==> src/rtl/batch_wake_pkg.sv <==
package batch_wake_pkg;
   typedef enum logic [1:0] {
      MODE_SLEEP  = 2'd0,
      MODE_IDLE   = 2'd1,
      MODE_ACTIVE = 2'd2
   } core_mode_e;

   typedef enum logic [1:0] {
      XOP_LOAD_FILT = 2'd0,
      XOP_LOAD_DEC  = 2'd1,
      XOP_SAVE      = 2'd2
   } xfer_op_e;

   typedef enum logic [2:0] {
      ST_OFF,
      ST_PWR_UP,
      ST_RESTORE,
      ST_RUN,
      ST_DEC_LOAD,
      ST_IDLE,
      ST_SAVE,
      ST_PWR_DN
   } seq_state_e;
endpackage

==> src/rtl/batch_fill.sv <==
module batch_fill #(
   parameter int DATA_W    = 16,
   parameter int BATCH_LEN = 50,
   parameter int NUM_SLOTS = 2,
   parameter bit REG_WR    = 1'b1
) (
   input  logic                                    clk,
   input  logic                                    rst_n,
   input  logic                                    smp_vld,
   input  logic [DATA_W-1:0]                       smp_data,
   input  logic                                    consume,
   output logic                                    buf_we,
   output logic [$clog2(BATCH_LEN*NUM_SLOTS)-1:0]  buf_addr,
   output logic [DATA_W-1:0]                       buf_wdata,
   output logic                                    have_batch,
   output logic                                    more_batch,
   output logic [$clog2(NUM_SLOTS)-1:0]            rd_slot,
   output logic                                    ovf
);
   localparam int ADDR_W = $clog2(BATCH_LEN*NUM_SLOTS);
   localparam int IDX_W  = $clog2(BATCH_LEN);
   localparam int SLOT_W = $clog2(NUM_SLOTS);
   localparam int OCC_W  = $clog2(NUM_SLOTS+1);
   localparam logic [IDX_W-1:0]  LAST_IDX  = IDX_W'(BATCH_LEN-1);
   localparam logic [SLOT_W-1:0] LAST_SLOT = SLOT_W'(NUM_SLOTS-1);
   localparam logic [OCC_W-1:0]  OCC_FULL  = OCC_W'(NUM_SLOTS);
   localparam logic [ADDR_W-1:0] LEN_A     = ADDR_W'(BATCH_LEN);

   logic [IDX_W-1:0]  wr_idx;
   logic [SLOT_W-1:0] wr_slot;
   logic [OCC_W-1:0]  occ;
   logic              full, accept, last_fill;
   logic [ADDR_W-1:0] cur_addr;

   assign full      = (occ == OCC_FULL);
   assign accept    = smp_vld && !full;
   assign last_fill = accept && (wr_idx == LAST_IDX);
   assign cur_addr  = ADDR_W'(wr_slot) * LEN_A + ADDR_W'(wr_idx);

   assign have_batch = (occ != '0);
   assign more_batch = (occ > OCC_W'(1)) || ((occ == OCC_W'(1)) && last_fill);

   always_ff @(posedge clk or negedge rst_n) begin
      if (!rst_n) begin
         wr_idx  <= '0;
         wr_slot <= '0;
         rd_slot <= '0;
         occ     <= '0;
         ovf     <= 1'b0;
      end else begin
         if (accept) begin
            if (last_fill) begin
               wr_idx  <= '0;
               wr_slot <= (wr_slot == LAST_SLOT) ? '0 : wr_slot + 1'b1;
            end else begin
               wr_idx <= wr_idx + 1'b1;
            end
         end
         if (smp_vld && full) ovf <= 1'b1;
         if (consume) rd_slot <= (rd_slot == LAST_SLOT) ? '0 : rd_slot + 1'b1;
         case ({last_fill, consume})
            2'b10:   occ <= occ + 1'b1;
            2'b01:   occ <= occ - 1'b1;
            default: occ <= occ;
         endcase
      end
   end

   generate
      if (REG_WR) begin : g_reg_wr
         always_ff @(posedge clk or negedge rst_n) begin
            if (!rst_n) begin
               buf_we    <= 1'b0;
               buf_addr  <= '0;
               buf_wdata <= '0;
            end else begin
               buf_we <= accept;
               if (accept) begin
                  buf_addr  <= cur_addr;
                  buf_wdata <= smp_data;
               end
            end
         end
         AST_DROP_WHEN_FULL: assert property (@(posedge clk) disable iff (!rst_n)
            (smp_vld && full) |=> !buf_we);
      end else begin : g_comb_wr
         assign buf_we    = accept;
         assign buf_addr  = cur_addr;
         assign buf_wdata = smp_data;
         AST_DROP_WHEN_FULL: assert property (@(posedge clk) disable iff (!rst_n)
            (smp_vld && full) |-> !buf_we);
      end
   endgenerate

   AST_OVF_STICKY: assert property (@(posedge clk) disable iff (!rst_n)
      ovf |=> ovf);
   AST_NO_CONSUME_EMPTY: assert property (@(posedge clk) disable iff (!rst_n)
      consume |-> have_batch);
endmodule

==> src/rtl/batch_pwr_fsm.sv <==
module batch_pwr_fsm
   import batch_wake_pkg::*;
#(
   parameter int SETTLE_W = 8
) (
   input  logic                clk,
   input  logic                rst_n,
   input  logic                have_batch,
   input  logic                more_batch,
   input  logic                core_done,
   input  logic                dec_req,
   input  logic [SETTLE_W-1:0] settle_cyc,
   input  logic                xfer_ack,
   output logic                pwr_en,
   output logic                clk_en,
   output logic                xfer_req,
   output xfer_op_e            xfer_op,
   output core_mode_e          mode,
   output logic                consume
);
   seq_state_e st, nx;
   logic [SETTLE_W-1:0] cnt;
   logic settled;

   assign settled = (cnt == settle_cyc);

   always_comb begin
      nx = st;
      case (st)
         ST_OFF:      if (have_batch) nx = ST_PWR_UP;
         ST_PWR_UP:   if (settled) nx = ST_RESTORE;
         ST_RESTORE:  if (xfer_ack) nx = ST_RUN;
         ST_RUN: begin
            if (core_done)    nx = more_batch ? ST_IDLE : ST_SAVE;
            else if (dec_req) nx = ST_DEC_LOAD;
         end
         ST_DEC_LOAD: if (xfer_ack) nx = ST_RUN;
         ST_IDLE:     nx = ST_RUN;
         ST_SAVE:     if (xfer_ack) nx = ST_PWR_DN;
         ST_PWR_DN:   if (settled) nx = ST_OFF;
         default:     nx = ST_OFF;
      endcase
   end

   always_ff @(posedge clk or negedge rst_n) begin
      if (!rst_n) begin
         st  <= ST_OFF;
         cnt <= '0;
      end else begin
         st <= nx;
         if ((st == ST_PWR_UP || st == ST_PWR_DN) && nx == st) cnt <= cnt + 1'b1;
         else cnt <= '0;
      end
   end

   always_comb begin
      pwr_en   = (st != ST_OFF);
      clk_en   = (st == ST_RUN) || (st == ST_DEC_LOAD) || (st == ST_IDLE);
      xfer_req = (st == ST_RESTORE) || (st == ST_DEC_LOAD) || (st == ST_SAVE);
      case (st)
         ST_DEC_LOAD: xfer_op = XOP_LOAD_DEC;
         ST_SAVE:     xfer_op = XOP_SAVE;
         default:     xfer_op = XOP_LOAD_FILT;
      endcase
      case (st)
         ST_RUN, ST_DEC_LOAD: mode = MODE_ACTIVE;
         ST_IDLE:             mode = MODE_IDLE;
         default:             mode = MODE_SLEEP;
      endcase
      consume = (st == ST_RUN) && core_done;
   end

   AST_CLK_NEEDS_PWR: assert property (@(posedge clk) disable iff (!rst_n)
      clk_en |-> pwr_en);
   AST_CLK_AFTER_ACK: assert property (@(posedge clk) disable iff (!rst_n)
      $rose(clk_en) |-> $past(xfer_ack));
   AST_REQ_HELD: assert property (@(posedge clk) disable iff (!rst_n)
      (xfer_req && !xfer_ack) |=> (xfer_req && $stable(xfer_op)));
   AST_OFF_AFTER_GATE: assert property (@(posedge clk) disable iff (!rst_n)
      $fell(pwr_en) |-> $past(!clk_en));
   AST_IDLE_RERUN: assert property (@(posedge clk) disable iff (!rst_n)
      (mode == MODE_IDLE) |=> (mode == MODE_ACTIVE));
endmodule

==> src/rtl/batch_wake_seq.sv <==
module batch_wake_seq
   import batch_wake_pkg::*;
#(
   parameter int DATA_W    = 16,
   parameter int BATCH_LEN = 50,
   parameter int NUM_SLOTS = 2,
   parameter int SETTLE_W  = 8,
   parameter bit REG_WR    = 1'b1
) (
   input  logic                                    clk,
   input  logic                                    rst_n,
   input  logic                                    smp_vld,
   input  logic [DATA_W-1:0]                       smp_data,
   input  logic                                    core_done,
   input  logic                                    dec_req,
   input  logic [SETTLE_W-1:0]                     settle_cyc,
   input  logic                                    xfer_ack,
   output logic                                    pwr_en,
   output logic                                    clk_en,
   output logic                                    xfer_req,
   output logic [1:0]                              xfer_op,
   output logic [1:0]                              mode,
   output logic                                    buf_we,
   output logic [$clog2(BATCH_LEN*NUM_SLOTS)-1:0]  buf_addr,
   output logic [DATA_W-1:0]                       buf_wdata,
   output logic [$clog2(NUM_SLOTS)-1:0]            run_slot,
   output logic                                    ovf_err
);
   initial begin
      assert (BATCH_LEN >= 2) else $fatal(1, "BATCH_LEN must be at least 2");
      assert (NUM_SLOTS >= 2) else $fatal(1, "NUM_SLOTS must be at least 2");
      assert (SETTLE_W >= 1)  else $fatal(1, "SETTLE_W must be at least 1");
      assert (DATA_W >= 1)    else $fatal(1, "DATA_W must be at least 1");
   end

   logic       have_batch, more_batch, consume;
   xfer_op_e   op_w;
   core_mode_e mode_w;

   batch_fill #(
      .DATA_W(DATA_W), .BATCH_LEN(BATCH_LEN),
      .NUM_SLOTS(NUM_SLOTS), .REG_WR(REG_WR)
   ) u_fill (
      .clk(clk), .rst_n(rst_n),
      .smp_vld(smp_vld), .smp_data(smp_data), .consume(consume),
      .buf_we(buf_we), .buf_addr(buf_addr), .buf_wdata(buf_wdata),
      .have_batch(have_batch), .more_batch(more_batch),
      .rd_slot(run_slot), .ovf(ovf_err)
   );

   batch_pwr_fsm #(.SETTLE_W(SETTLE_W)) u_fsm (
      .clk(clk), .rst_n(rst_n),
      .have_batch(have_batch), .more_batch(more_batch),
      .core_done(core_done), .dec_req(dec_req),
      .settle_cyc(settle_cyc), .xfer_ack(xfer_ack),
      .pwr_en(pwr_en), .clk_en(clk_en), .xfer_req(xfer_req),
      .xfer_op(op_w), .mode(mode_w), .consume(consume)
   );

   assign xfer_op = op_w;
   assign mode    = mode_w;

   AST_MODE_GATED: assert property (@(posedge clk) disable iff (!rst_n)
      !clk_en |-> (mode == 2'd0));
endmodule

==> config.mk <==
export PLATFORM = sky130hd
export DESIGN_NAME = batch_wake_seq
export DESIGN_NICKNAME = d
export VERILOG_FILES = /design/src/rtl/batch_wake_pkg.sv /design/src/rtl/batch_fill.sv /design/src/rtl/batch_pwr_fsm.sv /design/src/rtl/batch_wake_seq.sv
export SDC_FILE = /design/constraint.sdc
export NUM_CORES = 1
export LEC_CHECK = 0
export ABC_AREA = 1
export BUFFER_PORTS_ARGS = -buffer_cell sky130_fd_sc_hd__buf_2
export CELL_PAD_IN_SITES_DETAIL_PLACEMENT = 1
export CELL_PAD_IN_SITES_GLOBAL_PLACEMENT = 1
export CORE_ASPECT_RATIO = 1.1
export CORE_UTILIZATION = 35
export CTS_CLUSTER_DIAMETER = 100
export DETAILED_ROUTE_END_ITERATION = 10
export PLACE_DENSITY_LB_ADDON = 0.1
export SETUP_SLACK_MARGIN = 0.2
export SLEW_MARGIN = 40
export SYNTH_ARGS = -nofsm -noshare
export SYNTH_HDL_FRONTEND = slang
export SYNTH_SLANG_ARGS = --single-unit
==> constraint.sdc <==
create_clock -name clk -period 4.3 [get_ports clk]
set_input_delay 0.86 -clock clk [delete_from_list [all_inputs] [get_ports clk]]
set_output_delay 0.86 -clock clk [all_outputs]
set_load 0.01 [all_outputs]
# [After elaboration in Yosys (flattened, before gate mapping)]
# Index checks and enable logic that the tools add are counted.
[word_totals] elab_cells=69 reg_bits=46 in_bits=30 out_inout_bits=33
[classes] order_cmp=1 eq_ne=14 reduce_logical=20 n_mux=16 addsub=7 n_mul=1
[op_table] op="$mux 3" n=7
[op_table] op="$pmux 3 s7" n=1
[op_table] op="$eq 3x3->1 const B" n=4
[op_table] op="$pmux 2 s2" n=3
[op_table] op="$add 8x1->8 const B" n=1
[op_table] op="$eq 8x8->1" n=1
[op_table] op="$mux 8" n=1
[op_table] op="$add 7x6->7" n=1
[op_table] op="$add 6x1->6 const B" n=1
[op_table] op="$eq 3x2->1 const B" n=2
[op_table] op="$eq 6x6->1 const B" n=1
[op_table] op="$logic_and 1x1->1" n=6
[op_table] op="$logic_or 1x1->1" n=6
[op_table] op="$mul 1x5->6 const B" n=1
[op_table] op="$mux 6" n=1
[op_table] op="$eq 2x1->1 const B" n=2
[op_table] op="$eq 2x2->1 const B" n=2
[op_table] op="$reduce_bool 2->1" n=2
[op_table] op="$reduce_or 2->1" n=2
[op_table] op="$eq 3x1->1 const B" n=1
[op_table] op="$eq 3x3->1" n=1
[op_table] op="$logic_not 3->1" n=1
[op_table] op="$reduce_bool 3->1" n=1
[op_table] op="$add 1x1->1 const B" n=2
[op_table] op="other kinds (7)" n=8

# [Longest topological paths before layout]
# Gate-level depths: netlist of the first run.
[depth] ltp_word=12 ltp_mapped=10 mapped_depth_nobuf=10

# [By module]
# From an unflattened synthesis of the first run, not the netlist that was laid out.
[unflattened] hier_cells=294 hier_area_um2=2389.8
[modules_own_cells] mod="batch_fill" n_inst=1 area_per_inst_um2=1610.3 cells_each=179
[modules_own_cells] mod="batch_pwr_fsm" n_inst=1 area_per_inst_um2=779.5 cells_each=115

# [Least setup slack after synthesis of the first run]
# No wires, ideal clock.
[synth_timing] path_kind="register -> output" startpoint="register u_fsm.st[1]" endpoint="output clk_en" required_time_ns=3.440 path_buffers=0 path_slack_ns=2.417 arrival_ns=1.023 stages_incl_launch_ff=6 cell_sequence="dfrtp_1 > nor2_1 > inv_1 > nor2_1 > inv_1 > nand3_1"
[synth_between] elab_chain_cells=3
[synth_lines] element="from (decl)" line_no="batch_pwr_fsm.sv:21" text="seq_state_e st, nx;"
[synth_lines] element="from (signal assigned)" line_no="batch_pwr_fsm.sv:50" text="st <= nx;"
[synth_lines] element="$eq 3x2->1 or $eq 3x3->1 (tied branches)" line_no="batch_pwr_fsm.sv:58" text="clk_en = (st == ST_RUN) || (st == ST_DEC_LOAD) || (st == ST_IDLE);"
[synth_lines] element="$logic_or 1x1->1" line_no="batch_pwr_fsm.sv:58"
[synth_lines] element="$logic_or 1x1->1 *" line_no="batch_pwr_fsm.sv:58"
[synth_lines] element="to (decl)" line_no="batch_wake_seq.sv:19" text="output logic clk_en,"
# Mark *: on every way between the ends. The rest lies on a longest branch, timed or not.

# [Worst setup path after layout of the first run]
# Same ends and word-level chain as after synthesis.

==> metrics.cfg, run 1 <==
[outcome]
status = finished, final reports clean

[cts]
cts_buffers = 5
post_cts_buffers = 0
cts_root_buf = clkbuf_8
htree_levels = 2
cts.sinks = 46
tritoncts = done
cts.clk_slew.worst_paths_ns = 0.08
cts_hold_buf = 0
cts_resized = 0
clockBufferDepth = 2
clock_latency_ns = 0.29

[synthesis]
synth_edf_count = 0
ys_seq_elements = 46
netlist_area_mm2 = 0.002470
synth_cell_type_count = 24
syn_area_per_cell_um2 = 7.600
syn-instance-count = 325
ys.flop_type = dfrtp_1
ys_seq_area_share_pct = 46.61
syn_nets = 366
ys_warn_count = 0
async_flop_share_pct = 100.0

[sta]
fmax_ghz = 0.4520
period_share_pct = 51.46
maxSlewHeadroom_pct = 57.12
finalSetupViolations = 0
clock_skew_ns = 0.002643
tns_ns = 0
rsz0062_at_grt = false
slew_violations = 0
hold-worst-slack_ns = 0.4690
period_needed_ns = 2.213
hold_violations = 0
tightestPinTransition_ns = 0.6417

[floorplanning]
boundaryPins = 63
fp-row-count = 31
die_y_um = 90.11
core_region_area_mm2 = 0.006710
die_w_um = 82.10
initial_core_util_pct = 36.81
die-area_mm2 = 0.007397

[routing]
drc = 0
drtPass1Iterations = 4
drt_wl_total_mm = 5.294
vias = 2134
drt_iter0_markers = 51
ant_nets = 0
vias_per_cell = 4.550
wire_per_inst_um = 11.29

[power_and_ir_drop]
pwr-share-clk_pct = 14.7
p_switching_uw = 672.8
vdd_drop_max_uv = 282.1
internal-power_uw = 979.7
pwr-share-seq_pct = 43.3
p_per_area_mw_per_mm2 = 564.6
p_comb_share_pct = 42.0
p_sw_share_pct = 40.71
cellLeakagePower_nw = 1.668

[final_layout]
final_common_cell = nand2_1
drive_gt1_share_pct = 19.12
mostFrequentLayoutCells = nand2_1 (125), buf_2 (61), dfrtp_1 (46)
area_delta_synth_final_pct = 18.49
nFillCells = 882
post-route-util_pct = 43.61
diodes = 0
nNetsFinal = 428

[worst_setup_path]
worstSetupEndpointType = output port
path_cells = nor2_1 > inv_1 > nor2_1 > inv_1 > nand3_1 > buf_2
crit_buf_inv = 3
rr_startpoint = u_fill.occ[0]
r2r_setup_slack_ns = 2.12
slowest_stage = dfrtp_1
crit_path_max_fanout = 6
cp-endpoint = clk_en
cp_num_cells = 6
criticalPathCategory = reg2out
cp.arrival_ns = 1.35
start_kind = flip-flop
slowest_delay_ns = 0.44
worstRegToRegCells = 7
cp.required_ns = 3.44
crit_start = u_fsm.st[1]
crit_family = flip-flops
reg2reg_to = u_fill.occ[1]

[global_routing]
grt_use_total_pct = 15.89
grt_overflow = 0
grt_pass1_wl_mm = 9.252
antenna_found_initial = 0
grt_max_degree = 47
first_global_vias = 2120

[job]
cap_viol_max_count = 0

[place]
place_congestion = 0.7548
dp.final_hpwl_mm = 4.083
portBuffers = 62

[min_path]
holdCritPathClass = reg2reg

==> worst min path at each step <==
stage                         start                   end  slack [ns]  depth (start not counted)
6_report        u_fill.buf_wdata[4]   u_fill.buf_wdata[4]        0.47                          2
5_1_grt        u_fill.buf_wdata[11]  u_fill.buf_wdata[11]        0.50                          2
4_1_cts        u_fill.buf_wdata[13]  u_fill.buf_wdata[13]        0.48                          2
3_5_place_dp   u_fill.buf_wdata[13]  u_fill.buf_wdata[13]        0.46                          2
3_3_place_gp   u_fill.buf_wdata[14]  u_fill.buf_wdata[14]        0.45                          2
2_1_floorplan          u_fsm.cnt[0]          u_fsm.cnt[0]        0.47                          1
==> registers in the layout (all words and copies together), names as in the netlist <==
name              cells
u_fill.buf_wdata     16
u_fill.buf_we         1
u_fill.wr_idx         6
u_fill.rd_slot        1
u_fsm.cnt             8
u_fill.wr_slot        1
u_fill.buf_addr       7
u_fsm.st              3
u_fill.ovf            1
u_fill.occ            2
==> cells by family (layout without fill, tap and decap cells) <==
logic type      after synthesis  in the layout  synth area share [%]
simple gates                185            185                 30.45
buf+inv                      51            113                 8.105
xor+xnor                     15             15                 5.319
fa+ha+maj                    11             11                 5.572
flops                        46             46                 46.61
compound gates               17             17                 3.951
==> per-layer routing <==
metal  wire, um  part of all wire [%]  vias up  track usage [%]
met5          0                     0        -                0
met4         74                   1.4        0            5.263
met3        141                   2.7        8            2.132
met2       2702                    51       33            28.31
met1       2376                    45      997            19.03
li1           -                     -     1096                -
==> synth_stat cells, types with 2 or more instances <==
master | instances | share of area [%]
nand2_1 | 125 | 19
dfrtp_1 | 46 | 47
inv_1 | 43 | 6.5
nor2_1 | 41 | 6.2
ha_1 | 11 | 5.6
nand3_1 | 9 | 1.8
xor2_1 | 9 | 3.2
o21ai_0 | 7 | 1.4
buf_2 | 6 | 1.2
xnor2_1 | 6 | 2.1
a21oi_1 | 5 | 1.0
nand4_1 | 3 | 0.76
nor2_4 | 2 | 0.91
o21a_1 | 2 | 0.61
==> tightest hold or removal path, cell delays in order (launching register included) <==
cell,delay [ns]
dfrtp_1,0.34
nand2_1,0.05
nand2_1,0.05
==> through the flow <==
| step | cell area, um^2 | instances | total power, mW | setup slack (ns) |
|---|---|---|---|---|
| floorplan | 2470 | 325 | 1.183 | 2.417 |
| detailed placement | 2850 | 462 | 1.439 | 1.779 |
| global placement | 2848 | 462 | 1.408 | 1.845 |
| CTS | 2927 | 469 | 1.697 | 2.034 |
| global route | 2927 | 469 | 1.824 | 1.842 |
| finish | 2927 | 469 | 1.652 | 2.087 |
==> power by group through the flow <==
| stage | registers (mW) | logic (mW) | clock network (mW) |
|---|---|---|---|
| 3_5_place_dp | 0.728 | 0.710 | 0 |
| 3_3_place_gp | 0.726 | 0.683 | 0 |
| 5_1_grt | 0.746 | 0.808 | 0.270 |
| 4_1_cts | 0.721 | 0.717 | 0.259 |
| 2_1_floorplan | 0.730 | 0.453 | 0 |
| 6_report | 0.715 | 0.694 | 0.243 |
==> area by class of cell <==
class	count	area (um^2)	share of cell area (%)
inverters	44	165.2	5.643
multi-input cells	228	1119	38.22
flip-flops and latches	46	1151	39.33
clock buffers	7	76.32	2.608
well taps	82	102.6	3.506
repair buffers	62	312.8	10.69
Note: power is estimated with default switching activity, not from simulation.
==> run 2, diff against run 1 <==
Clock period 4.3 ns to 2.3 ns, I/O delays scaled along.
==> metrics.cfg, run 2 (synthesis results as in run 1) <==
[outcome]
status = finished, final reports clean

[power_and_ir_drop]
p_sw_share_pct = 41.20
p_per_area_mw_per_mm2 = 1054
vdd_drop_max_uv = 412.2
p_comb_share_pct = 41.8
internal-power_mw = 1.831
pwr-share-seq_pct = 43.2
cellLeakagePower_nw = 1.687
p_switching_mw = 1.283
pwr-share-clk_pct = 15.0

[floorplanning]
boundaryPins = 63
initial_core_util_pct = 36.81
die_w_um = 82.10
die-area_mm2 = 0.007397
fp-row-count = 31
core_region_area_mm2 = 0.006710
die_y_um = 90.11

[cts]
cts.sinks = 46
tritoncts = done
clockBufferDepth = 2
cts_hold_buf = 0
cts_resized = 0
cts.clk_slew.worst_paths_ns = 0.08
cts_root_buf = clkbuf_8
post_cts_buffers = 0
htree_levels = 2
cts_buffers = 5
clock_latency_ns = 0.30

[worst_setup_path]
worstSetupEndpointType = flip-flop
crit_start = u_fill.occ[0]
cp-endpoint = u_fill.wr_idx[1]
criticalPathCategory = reg2reg
worstRegToRegCells = 6
rr_startpoint = u_fill.occ[0]
path_cells = inv_1 > ha_1 > nor2_4 > buf_4 > inv_2 > o31ai_1
slowest_delay_ns = 0.39
reg2reg_to = u_fill.wr_idx[1]
cp.arrival_ns = 2.08
slowest_stage = dfrtp_1
cp.required_ns = 2.51
r2r_setup_slack_ns = 0.43
crit_path_max_fanout = 28
start_kind = flip-flop

[sta]
period_needed_ns = 1.873
hold_violations = 0
tightestPinTransition_ns = 0.5771
tns_ns = 0
fmax_ghz = 0.5339
rsz0062_at_grt = false
clock_skew_ns = 0.006654
slew_violations = 0
finalSetupViolations = 0
maxSlewHeadroom_pct = 61.53
period_share_pct = 81.43

[global_routing]
grt_use_total_pct = 16.55
grt_pass1_wl_mm = 9.535
antenna_found_initial = 0
grt_overflow = 0
first_global_vias = 2180
grt_max_degree = 29

[place]
dp.final_hpwl_mm = 4.268
place_area_mm2 = 0.002875
portBuffers = 62
place_congestion = 0.7419

[final_layout]
drive_gt1_share_pct = 20.05
largest_register_ffs = 16
regMostFlops = u_fill.buf_wdata
mostFrequentLayoutCells = nand2_1 (125), buf_2 (62), dfrtp_1 (46)
nFillCells = 881
reg_top3 = u_fill.buf_wdata x16, u_fsm.cnt x8, u_fill.buf_addr x7
final_common_cell = nand2_1
nNetsFinal = 430
fin_area_mm2 = 0.002954
area_delta_synth_final_pct = 19.60
diodes = 0

[routing]
vias_per_cell = 4.588
drt_iter0_markers = 85
ant_nets = 0
drt_wl_total_mm = 5.467
drc = 0
wire_per_inst_um = 11.61
drtPass1Iterations = 4
vias = 2161

[min_path]
holdCritPathClass = in2async

[job]
cap_viol_max_count = 0

-- run 2: cell types whose count changed in the layout (fill, tap and decap cells not counted), sizes merged --
cell    before  now
clkinv       0    2
buf         62   64
clkbuf       7    5
-- run 2: worst min-delay path by stage --
stage,cells past startpoint,end,slack [ns]
after floorplan,0,u_fill.buf_addr[0],0.16
after global placement,1,u_fill.rd_slot,0.45
after detailed placement,1,u_fill.rd_slot,0.45
after CTS,1,u_fill.buf_wdata[9],0.17
after global routing,1,u_fill.wr_idx[0],0.18
final,1,u_fill.buf_wdata[9],0.15
-- run 2: layout make-up --
class / count / area [um^2] / share of cell area (%)
Clock inverter: 2 / 10.01 / 0.3388
Timing Repair Buffer: 64 / 337.8 / 11.44
Tap cell: 82 / 102.6 / 3.473
Clock buffer: 5 / 68.82 / 2.330
Sequential cell: 46 / 1151 / 38.97
Multi-Input combinational cell: 228 / 1119 / 37.87
Inverter: 44 / 165.2 / 5.591
-- run 2: power groups by stage --
stage,Sequential (mW),Clock (mW),Combinational [mW]
after global placement,1.36,0,1.29
after global routing,1.39,0.531,1.51
final,1.34,0.468,1.30
after floorplan,1.36,0,0.847
after detailed placement,1.36,0,1.33
after CTS,1.35,0.503,1.34
-- run 2: per-layer routing --
metal	wire, um	global-route usage (%)	vias up
met2	2841	29.27	33
met4	76	4.825	0
met5	0	0	-
li1	-	-	1107
met3	147	3.046	8
met1	2402	19.81	1013
-- run 2: stage by stage --
stage	hold WS, ns	util, %	setup slack [ns]	power (mW)	cells
after floorplan	0.1644	-	0.6930	2.212	325
after global placement	0.4507	42.85	0.4238	2.657	464
after detailed placement	0.4518	42.85	0.3937	2.694	464
after CTS	0.1698	44.02	0.3692	3.190	471
after global routing	0.1844	44.02	0.2005	3.437	471
final	0.1537	44.02	0.4271	3.113	471
-- run 2: critical path: cells and delay by family, from the launching register on --
kind | cells | cell delay (ns)
buffers and inverters | 3 | 0.60
DFF | 1 | 0.39
AOI/OAI and AO/OA | 1 | 0.28
and+or+nand+nor | 1 | 0.25
adders and majority gates | 1 | 0.24
